===== src/rtl/dsd_ser_pkg.sv =====
package dsd_ser_pkg;
  localparam int SER_W  = 32;
  localparam int BYTE_W = 8;
  localparam int NBYTES = SER_W / BYTE_W;
  localparam int CNT_W  = 3;
  localparam int IDX_W  = $clog2(SER_W);
  localparam logic [BYTE_W-1:0] IDLE_BYTE = 8'h69;
  localparam logic [SER_W-1:0]  IDLE_WORD = {NBYTES{IDLE_BYTE}};

  // Swap byte order, then mirror the whole word: LSB of result plays first.
  function automatic logic [SER_W-1:0] play_order(input logic [SER_W-1:0] w);
    logic [SER_W-1:0] swapped;
    logic [SER_W-1:0] mirrored;
    for (int b = 0; b < NBYTES; b++)
      swapped[b*BYTE_W +: BYTE_W] = w[(NBYTES-1-b)*BYTE_W +: BYTE_W];
    for (int i = 0; i < SER_W; i++)
      mirrored[i] = swapped[SER_W-1-i];
    return mirrored;
  endfunction

  // Last phase index of a bit period for a ratio select.
  function automatic logic [CNT_W-1:0] last_phase_of(input logic [1:0] sel);
    case (sel)
      2'd0:    return CNT_W'(0);
      2'd1:    return CNT_W'(1);
      2'd2:    return CNT_W'(3);
      default: return CNT_W'(7);
    endcase
  endfunction
endpackage


===== src/rtl/dsd_phase_gen.sv =====
module dsd_phase_gen
  import dsd_ser_pkg::*;
(
  input  logic             clk_i,
  input  logic             rst_ni,
  input  logic             run_i,
  input  logic             bypass_i,
  input  logic [CNT_W-1:0] last_phase_i,
  output logic [CNT_W-1:0] phase_o,
  output logic             bit_last_o,
  output logic             dsd_clk_o
);
  logic [CNT_W-1:0] phase_q;

  assign bit_last_o = run_i && (phase_q == last_phase_i);
  assign phase_o    = phase_q;

  always_ff @(posedge clk_i or negedge rst_ni) begin
    if (!rst_ni)                    phase_q <= '0;
    else if (!run_i || bit_last_o)  phase_q <= '0;
    else                            phase_q <= phase_q + 1'b1;
  end

  // Low for the first half of the bit period, high for the second half.
  assign dsd_clk_o = run_i && (bypass_i ? !clk_i : (phase_q > (last_phase_i >> 1)));

  // phase never passes the last phase of the selected ratio
  p_phase_bound_r3: assert property (@(posedge clk_i) disable iff (!rst_ni)
    run_i |-> (phase_q <= last_phase_i));
  // each divided bit period opens with the clock low
  p_clk_low_open_r4: assert property (@(posedge clk_i) disable iff (!rst_ni)
    (run_i && !bypass_i && phase_q == '0) |-> !dsd_clk_o);
  // the last phase of a divided period has the clock high
  p_clk_high_close_r4: assert property (@(posedge clk_i) disable iff (!rst_ni)
    (bit_last_o && !bypass_i) |-> dsd_clk_o);
endmodule


===== src/rtl/dsd_lane.sv =====
module dsd_lane
  import dsd_ser_pkg::*;
(
  input  logic             clk_i,
  input  logic             rst_ni,
  input  logic             load_i,
  input  logic             shift_i,
  input  logic [SER_W-1:0] word_i,
  output logic             bit_o
);
  logic [SER_W-1:0] sr_q;

  always_ff @(posedge clk_i or negedge rst_ni) begin
    if (!rst_ni)      sr_q <= '0;
    else if (load_i)  sr_q <= play_order(word_i);
    else if (shift_i) sr_q <= sr_q >> 1;
  end

  assign bit_o = sr_q[0];

  // the first bit played after a load is bit 7 of the loaded word
  p_first_bit_r2: assert property (@(posedge clk_i) disable iff (!rst_ni)
    load_i |=> (bit_o == $past(word_i[BYTE_W-1])));
endmodule


===== src/rtl/dsd_native_serializer.sv =====
module dsd_native_serializer
  import dsd_ser_pkg::*;
(
  input  logic             clk_i,
  input  logic             rst_ni,
  input  logic [1:0]       div_sel_i,
  input  logic             shape_en_i,
  input  logic             word_valid_i,
  output logic             word_ready_o,
  input  logic [SER_W-1:0] word_l_i,
  input  logic [SER_W-1:0] word_r_i,
  output logic             dsd_clk_o,
  output logic             dsd_l_o,
  output logic             dsd_r_o,
  output logic             underrun_o
);
  localparam int NLANE = 2;

  logic             run_q, shape_q, uflow_q;
  logic [1:0]       sel_q;
  logic [IDX_W-1:0] idx_q;
  logic [CNT_W-1:0] last_phase, phase;
  logic             bypass, bit_last, word_last, take, refill, lane_load, cut;
  logic [NLANE-1:0][SER_W-1:0] lane_word_in;
  logic [NLANE-1:0]            lane_bit;

  assign last_phase = last_phase_of(sel_q);
  assign bypass     = (sel_q == 2'd0);

  dsd_phase_gen u_phase (
    .clk_i(clk_i), .rst_ni(rst_ni), .run_i(run_q), .bypass_i(bypass),
    .last_phase_i(last_phase), .phase_o(phase), .bit_last_o(bit_last),
    .dsd_clk_o(dsd_clk_o)
  );

  assign word_last    = bit_last && (idx_q == IDX_W'(SER_W-1));
  assign word_ready_o = !run_q || word_last;
  assign take         = word_valid_i && word_ready_o;
  assign refill       = word_last && !word_valid_i && !uflow_q;
  assign lane_load    = take || refill;

  always_ff @(posedge clk_i or negedge rst_ni) begin
    if (!rst_ni) begin
      run_q <= 1'b0; sel_q <= 2'd0; shape_q <= 1'b0; uflow_q <= 1'b0; idx_q <= '0;
    end else if (!run_q) begin
      idx_q   <= '0;
      uflow_q <= 1'b0;
      if (word_valid_i) begin
        run_q   <= 1'b1;
        sel_q   <= div_sel_i;
        shape_q <= shape_en_i;
      end
    end else if (word_last) begin
      idx_q <= '0;
      if (word_valid_i) uflow_q <= 1'b0;
      else if (uflow_q) begin
        run_q   <= 1'b0;
        uflow_q <= 1'b0;
      end else uflow_q <= 1'b1;
    end else if (bit_last) begin
      idx_q <= idx_q + 1'b1;
    end
  end

  assign lane_word_in[0] = take ? word_l_i : IDLE_WORD;
  assign lane_word_in[1] = take ? word_r_i : IDLE_WORD;

  for (genvar g = 0; g < NLANE; g++) begin : g_lane
    dsd_lane u_lane (
      .clk_i(clk_i), .rst_ni(rst_ni), .load_i(lane_load), .shift_i(bit_last),
      .word_i(lane_word_in[g]), .bit_o(lane_bit[g])
    );
  end

  assign cut        = shape_q && !bypass && bit_last;
  assign dsd_l_o    = run_q && lane_bit[0] && !cut;
  assign dsd_r_o    = run_q && lane_bit[1] && !cut;
  assign underrun_o = uflow_q;

  // the clock stays low while reset is held
  p_clk_reset_r1: assert property (@(posedge clk_i) !rst_ni |-> !dsd_clk_o);
  // a pair offered at a boundary keeps the stream running without underrun
  p_no_gap_r6: assert property (@(posedge clk_i) disable iff (!rst_ni)
    (word_last && word_valid_i) |=> (run_q && !underrun_o));
  // a missed boundary starts a silence word flagged as underrun
  p_uflow_r7: assert property (@(posedge clk_i) disable iff (!rst_ni)
    (word_last && !word_valid_i && !uflow_q) |=> underrun_o);
  // a second missed boundary returns to idle
  p_idle_back_r8: assert property (@(posedge clk_i) disable iff (!rst_ni)
    (word_last && !word_valid_i && uflow_q) |=> (!run_q && !dsd_clk_o && !underrun_o && word_ready_o));
  // ratio and shaping hold while streaming
  p_cfg_hold_r9: assert property (@(posedge clk_i) disable iff (!rst_ni)
    (run_q && $past(run_q)) |-> ($stable(sel_q) && $stable(shape_q)));
  // shaped periods end low on both lanes
  p_shape_r10: assert property (@(posedge clk_i) disable iff (!rst_ni)
    (bit_last && shape_q && !bypass) |-> (!dsd_l_o && !dsd_r_o));
endmodule


===== config.mk =====
export PLATFORM = sky130hd
export DESIGN_NAME = dsd_native_serializer
export DESIGN_NICKNAME = d
export VERILOG_FILES = /design/src/rtl/dsd_ser_pkg.sv /design/src/rtl/dsd_phase_gen.sv /design/src/rtl/dsd_lane.sv /design/src/rtl/dsd_native_serializer.sv
export SDC_FILE = /design/constraint.sdc
export NUM_CORES = 1
export LEC_CHECK = 0
export BUFFER_PORTS_ARGS = -buffer_cell sky130_fd_sc_hd__buf_4
export CAP_MARGIN = 0
export CORE_ASPECT_RATIO = 0.9
export CORE_UTILIZATION = 45
export DETAILED_ROUTE_END_ITERATION = 8
export PLACE_DENSITY_LB_ADDON = 0.05
export SYNTH_ARGS = -nofsm -noshare
export SYNTH_HDL_FRONTEND = slang
export SYNTH_SLANG_ARGS = --single-unit

===== constraint.sdc =====
create_clock -name clk_i -period 3.34 [get_ports clk_i]
set_input_delay 0.334 -clock clk_i [delete_from_list [all_inputs] [get_ports clk_i]]
set_output_delay 0.334 -clock clk_i [all_outputs]
set_load 0.1 [all_outputs]

# Yosys cells after proc, flatten, opt, wreduce, memory -nomap -nowiden
# Index checks and enable logic that the tools add are counted.
[totals]
regBits = 77
[op_classes]
reduce_logical = 24
muxes = 20
n_bitwise = 1
order_cmp = 1
n_addsub = 2
n_eq_ne = 6
[ops]
columns = ["operator", "n"]
rows = [
  ["$mux W32", 6],
  ["$mux W5", 3],
  ["$logic_and A1 B1 Y1", 12],
  ["$mux W1", 9],
  ["$pmux W3 S3", 1],
  ["$logic_not A1 Y1", 6],
  ["$add A5 B1 Y5 const B", 1],
  ["$eq A5 B5 Y1 const B", 1],
  ["$add A3 B1 Y3 const B", 1],
  ["$eq A3 B3 Y1", 1],
  ["$gt A3 B2 Y1", 1],
  ["$logic_or A1 B1 Y1", 3],
  ["$mux W3", 1],
  ["$ne A3 B1 Y1 const B", 1],
  ["$eq A2 B1 Y1 const B", 1],
  ["$eq A2 B2 Y1 const B", 1],
  ["$logic_not A2 Y1", 1],
  ["$ne A2 B1 Y1 const B", 1],
  ["$reduce_and A2 Y1", 1],
  ["$reduce_bool A2 Y1", 1],
  ["$not A1 Y1", 1],
]

# Depth between registers and ports, before layout
# Gate-level depths: netlist (run 1).
[logic_depth]
ltp_word = 9
ltp_mapped = 9
mapped_depth_nobuf = 7

# Cells and area by module
# A second synthesis (run 1) with hierarchy kept.
[unflattened]
cells_unflattened = 426
hier_area_um2 = 4234.1
[modules_own_cells]
columns = ["module", "area_per_inst_um2", "cells_each", "n_inst"]
rows = [
  ["dsd_lane", 1515.2, 139, 2],
  ["dsd_native_serializer", 983.4, 126, 1],
  ["dsd_phase_gen", 220.2, 22, 1],
]

==> flow_summary_export.csv, run 1 <==
group,metric,value,unit
placed_design,io_buffers,74,
synthesis,syn_nets,531,
worst_setup_path,crit_chain,"clkbuf_8 -> clkbuf_8 -> nand2_1 -> o311a_1 -> buf_4",
sta,setup_viol,0,
placed_design,preCtsSetupSlack,869,ps
sta,finalHoldViolations,0,
power_and_ir_drop,ir_drop,457,µV
global_route,track_usage,0.277,
clock_network,cts.repair.resized,0,
worst_setup_path,rr_endpoint,"g_lane[1].u_lane.sr_q[31]",
synthesis,avgSynthCellArea,9.40,µm²
sta,holdWs,41.6,ps
cells_and_area,diodes,0,
worst_setup_path,cp_max_fo,2,
floorplanning,rows,33,
synthesis,synthArstFlopShare,1.00,
cells_and_area,drive_gt1_frac,0.236,
cells_and_area,final_common_cell,"buf_4",
cells_and_area,final_cell_mix,"90 x buf_4, 76 x dfrtp_1, 68 x a21oi_1",
placed_design,hpwlAfterDp,7640,µm
global_route,grt_pass1_wl,21100,µm
clock_network,cts_tree,"done",
floorplanning,initial_core_util,0.468,
sta,relSlewSlack,0.322,
detailed_routing,drt_iter0_drc,280,
worst_setup_path,slowest_stage,"buf_4",
clock_network,postCtsSetupBuffers,0,
cells_and_area,post_layout_nonfiller_instances,640,
run_status,status,"finished clean",
power_and_ir_drop,leakage,0.00220,µW
power_and_ir_drop,total_power,4500,µW
synthesis,ys_ff_latch,77,
placed_design,post-place-cells,621,
worst_setup_path,crit_required,3010,ps
synthesis,synth_edf_count,0,
clock_network,insertion_delay,460,ps
floorplanning,fp.dieH,94.6,µm
synthesis,yosysWarnings,0,
worst_setup_path,path_common_cell,"clkbuf_8",
detailed_routing,viasPerCell,6.35,
global_route,grt.overflow.total,0,
worst_setup_path,r2r_setup_slack,850,ps
power_and_ir_drop,pwr_density_cell,869,nW/µm²
detailed_routing,wl,12800,µm
worst_hold_path,hp-class,"input pin to asynchronous set/reset pin",
cells_and_area,nets,588,
floorplanning,ios,75,
detailed_routing,ant_nets,0,
synthesis,synth_cell_type_count,44,
clock_network,clk_pin_slew_worst_paths,80,ps
sta,finalWorstSetupSlack,620,ps
cells_and_area,syn2layout_area_growth,20.8,%
global_route,grt_max_degree,78,
synthesis,synth.cell_area,4290,µm²
worst_setup_path,crit_path_end_kind,"primary output",
synthesis,ys.flop_type,"dfrtp_1",
sta,maxSlewViolCount,0,
detailed_routing,wire_per_inst,19.9,µm
floorplanning,die_area,9920,µm²
worst_setup_path,slowest_delay,290,ps
synthesis,synth_cells,456,
global_route,grt_pass1_vias,4071,
sta,skew,12.8,ps
global_route,grt_antenna_before_repair,0,
detailed_routing,drc,0,
synthesis,synth-seq-area-share,0.450,
worst_setup_path,worst_setup_path_start_kind,"clock port",
detailed_routing,dr_total_vias,4065,
run,drv_cap,0,
floorplanning,die_width,105,µm
worst_setup_path,cp.arrival,2390,ps
worst_setup_path,crit_type,"clock port to primary output",
sta,tightestPinTransition,1020,ps
worst_setup_path,r2r-start,"idx_q[0]",
placed_design,place_congestion,0.830,
worst_setup_path,ff2ff_path_depth,7,
sta,rsz0062_at_grt,"false",
clock_network,ctsHoldBuffers,0,
detailed_routing,drt_first_pass_iters,5,
sta,setup_tns,0,ps
floorplanning,coreArea,9170,µm²
-- power breakdown --
part,leakage [µW],switching (µW),internal [µW]
Clock,0.000134,456,483
Sequential,0.000903,348,1370
Combinational,0.00116,921,926
-- worst max-delay path, delay by kind of cell --
kind                   cells  cell delay (ps)
buffers and inverters      3              520
AOI/OAI and AO/OA          1              160
and+or+nand+nor            1               50
-- area by class of cell --
cell class | instances | area (µm²)
Clock buffer | 15 | 200
Clock inverter | 5 | 58.8
Fill cell | 844 | 3990
Inverter | 13 | 48.8
Multi-Input combinational cell | 319 | 2120
Sequential cell | 77 | 1930
Tap cell | 122 | 153
Timing Repair Buffer | 89 | 668
-- per-stage QoR --
step | cell area [µm²] | utilization
6_report | 5180 | 0.565
5_1_grt | 5180 | 0.565
4_1_cts | 5180 | 0.565
3_5_place_dp | 4930 | 0.537
3_3_place_gp | 4930 | 0.537
2_1_floorplan | 4290 | -
-- sequential cells by signal, summed over array words and instances (netlist names) --
signal and cells:
g_lane.u_lane.sr_q 64, idx_q 5, run_q 1, sel_q 2
shape_q 1, u_phase.phase_o 3, underrun_o 1
-- cell families (layout without fill, tap and decap cells) --
group	after synthesis	after routing	share of synthesized area
compound gates	244	244	0.392
xor+xnor	2	2	0.00409
fa+ha+maj	5	5	0.0146
buf+inv	60	122	0.0587
flops	77	77	0.450
mux	3	3	0.00788
simple gates	65	65	0.0736
-- cell usage after synthesis (2+ instances only) --
master	instances	area, µm²
inv_1	12	45.0
nor2_1	7	26.3
ha_1	5	62.6
mux2_2	3	33.8
a221oi_1	35	307
nor2b_1	3	18.8
a2bb2oi_1	33	289
nor3_1	2	10.0
nand3_1	4	20.0
and2_1	4	25.0
o211ai_1	2	15.0
a21oi_1	68	340
nand2_1	37	139
clkbuf_1	31	116
o21ai_0	33	165
o22ai_1	28	175
buf_2	14	70.1
a211oi_1	6	45.0
dfrtp_1	77	1930
and3_1	2	12.5
a22o_1	27	236
-- how the worst max path moves through the flow --
stage,end,start,slack (ps)
after global placement,dsd_clk_o,clk_i,870
after detailed placement,g_lane[1].u_lane.sr_q[11],idx_q[0],870
after global routing,word_ready_o,u_phase.phase_o[1],600
final,dsd_clk_o,clk_i,620
after floorplan,dsd_clk_o,clk_i,490
after CTS,dsd_clk_o,clk_i,610
-- layer usage --
metal  wire, µm  global-route usage  share of wire
met3        859              0.0732          0.067
met5          0                   0              0
met1       5830               0.374           0.46
met4        229               0.113          0.018
met2       5850               0.425           0.46
Note: power is estimated with default switching activity, not from simulation.
==> inputs of run 2 (changes only) <==
ABC_AREA = 1   (was not set)
clock period = 2.5 ns   (was 3.34 ns; I/O delays follow)
==> run 2 against run 1 <==
Against the previous run: synthesized cell count grew 16%; highest routed layer unchanged; sequential power grew 18%; combinational power shrank 11%; register-to-register slack lost 560 ps; critical path type is now flip-flop to primary output; non-clock buffer count shrank 4; total power grew 8.6%; cell count grew 13%; largest cell class is now sequential cells; clock skew is essentially flat; sequential share of layout area grew 2.6 points; largest power group is now registers; via count shrank 13%.
==> flow_summary_export.csv, run 2 <==
group,metric,value,unit
power_and_ir_drop,leakage,0.00285,µW
floorplanning,ios,75,
clock_network,cts_tree,"done",
sta,finalHoldViolations,0,
detailed_routing,wire_per_inst,13.1,µm
power_and_ir_drop,p_sw,1940,µW
worst_hold_path,hp-class,"input pin to flip-flop",
sta,setup_viol,0,
power_and_ir_drop,pwr_density_cell,1010,nW/µm²
worst_setup_path,slowest_stage,"dfrtp_1",
cells_and_area,final_common_cell,"nand2_1",
synthesis,synth_cell_type_count,30,
synthesis,ys_ff_latch,77,
floorplanning,fp.dieH,90.8,µm
detailed_routing,drt_iter0_drc,139,
synthesis,yosysWarnings,0,
worst_setup_path,crit_family,"buffers and inverters",
synthesis,synth_edf_count,0,
placed_design,place_congestion,0.749,
power_and_ir_drop,p_int,2940,µW
detailed_routing,drc,0,
sta,finalWorstSetupSlack,153,ps
synthesis,synth_cells,529,
cells_and_area,final_area,4840,µm²
power_and_ir_drop,seqPwrFrac,0.410,
synthesis,synth.largest_area_cell,"dfrtp_1",
sta,tightestPinTransition,663,ps
cells_and_area,diodes,0,
worst_setup_path,cp.arrival,2100,ps
sta,period_share,0.939,
floorplanning,initial_core_util,0.463,
worst_setup_path,path_common_cell,"ha_1",
synthesis,avgSynthCellArea,7.46,µm²
detailed_routing,wl,9470,µm
power_and_ir_drop,pwr-share-comb,0.339,
worst_setup_path,slowest_delay,390,ps
synthesis,yosysMostFrequentCell,"nand2_1",
sta,finalCriticalPeriod,2350,ps
synthesis,yosysTopAreaCellShare,0.488,
cells_and_area,final_cell_mix,"303 x nand2_1, 82 x buf_4, 76 x dfrtp_1",
placed_design,hpwlAfterDp,5830,µm
placed_design,postPlaceCellArea,4580,µm²
worst_setup_path,crit_type,"flip-flop to primary output",
floorplanning,coreArea,8530,µm²
synthesis,yosys-top-cells-count,"303 x nand2_1, 77 x dfrtp_1, 38 x nand3_1",
sta,maxSlewViolCount,0,
global_route,grt_max_degree,65,
placed_design,io_buffers,74,
floorplanning,die_width,101,µm
clock_network,clk_pin_slew_worst_paths,80,ps
power_and_ir_drop,ir_drop,554,µV
cells_and_area,syn2layout_area_growth,22.7,%
worst_setup_path,crit_required,2250,ps
synthesis,synth-seq-area-share,0.488,
sta,rsz0062_at_grt,"false",
synthesis,synth_area_leaders,"dfrtp_1 49%, nand2_1 29%, nand3_1 4.8%, o21ai_0 4.1%, buf_2 2.0%",
detailed_routing,viasPerCell,4.89,
run_status,status,"finished clean",
power_and_ir_drop,p_clk_frac,0.251,
floorplanning,rows,32,
worst_setup_path,crit_path_end_kind,"primary output",
synthesis,synth.cell_area,3950,µm²
run,drv_cap,0,
global_route,grt_pass1_wl,15900,µm
global_route,grt.overflow.total,0,
detailed_routing,drt_first_pass_iters,4,
placed_design,preCtsSetupSlack,316,ps
cells_and_area,top_register,"g_lane.u_lane.sr_q",
clock_network,insertion_delay,460,ps
worst_setup_path,worst_setup_path_start_kind,"flip-flop",
worst_setup_path,cp_num_buf_inv,3,
worst_setup_path,crit_chain,"ha_1 -> and3_1 -> ha_1 -> inv_1 -> o21bai_4 -> buf_4 -> buf_6",
sta,skew,12.5,ps
cells_and_area,drive_gt1_frac,0.191,
worst_setup_path,cp_max_fo,10,
cells_and_area,nets,674,
global_route,grt_pass1_vias,3378,
synthesis,synthArstFlopShare,1.00,
detailed_routing,dr_total_vias,3531,
sta,fmax,426,MHz
cells_and_area,largest_reg_flops,64,
global_route,track_usage,0.227,
global_route,grt_antenna_before_repair,0,
detailed_routing,ant_nets,0,
power_and_ir_drop,switching_share,0.398,
synthesis,syn_nets,604,
sta,relSlewSlack,0.558,
floorplanning,die_area,9150,µm²
synthesis,ys.flop_type,"dfrtp_1",
-- run 2: metal layers --
layer  track usage  up-vias  share of wire
li1              -     1789              -
met1         0.297     1647           0.48
met2         0.356       84           0.46
met3        0.0681       11          0.047
met4        0.0809        0          0.012
met5             0        -              0
-- run 2: power by group through the flow --
stage | registers, µW | logic [µW] | clock network, µW
floorplan | 1960 | 1320 | 132
global placement | 2010 | 1620 | 152
detailed placement | 2020 | 1660 | 152
CTS | 2000 | 1660 | 1260
global route | 2060 | 1910 | 1310
finish | 2010 | 1650 | 1230
-- run 2: timing repair --
action,in CTS,in global routing
buffers inserted,0,0
hold buffers,1,0
endpoints found under the setup margin,3,4
endpoints found under the hold margin,49,0
gates resized for setup,2,3
-- run 2: worst paths after layout --
check / depth (start not counted) / slack, ps / startpoint / to
setup / recovery: 7 / 150 / idx_q[0] / word_ready_o
setup reg to reg: 10 / 290 / idx_q[0] / g_lane[1].u_lane.sr_q[4]
hold / removal: 3 / 30 / word_l_i[22] / g_lane[0].u_lane.sr_q[17]
hold reg to reg: 2 / 470 / g_lane[1].u_lane.sr_q[1] / g_lane[1].u_lane.sr_q[1]
min in group asynchronous: 2 / 370 / rst_ni / g_lane[0].u_lane.sr_q[24]
max in group asynchronous: 3 / 1560 / rst_ni / g_lane[0].u_lane.sr_q[1]
-- run 2: kinds of logic (layout without fill, tap and decap cells) --
group | Yosys count | after routing | share of synthesized area
AOI/OAI and AO/OA | 39 | 39 | 0.0583
DFF | 77 | 77 | 0.488
and+or+nand+nor | 356 | 356 | 0.358
adders and majority gates | 5 | 5 | 0.0159
buffers and inverters | 45 | 119 | 0.0621
xor gates and xnor gates | 4 | 4 | 0.00888
muxes | 3 | 3 | 0.00856
-- run 2: final cells by class --
type                       instances  area [µm²]
clock buffer                      15         190
clock inverter                     4        48.8
fill                             852        3680
inverter                          15        58.8
multi-input combinational        407        1800
sequential                        77        1930
tap                              119         149
timing repair buffer              85         669
-- run 2: per-stage QoR --
stage	hold slack (ps)	TNS, ps	power [µW]	utilization	cells
floorplan	-45.6	-34.1	3420	-	529
global placement	335	0	3770	0.538	703
detailed placement	330	0	3820	0.538	703
CTS	16.2	0	4920	0.567	722
global route	18.0	0	5290	0.568	722
finish	25.0	0	4890	0.568	722
-- run 2: worst reg2reg max path: stages (launching register included) --
cell and delay, ps:
dfrtp_1 410, ha_1 220, and3_1 190, ha_1 190, inv_1 110, o21bai_4 100, o21ai_4 100, nand2_4 100
inv_4 470, nand2_1 170, nand2_1 90
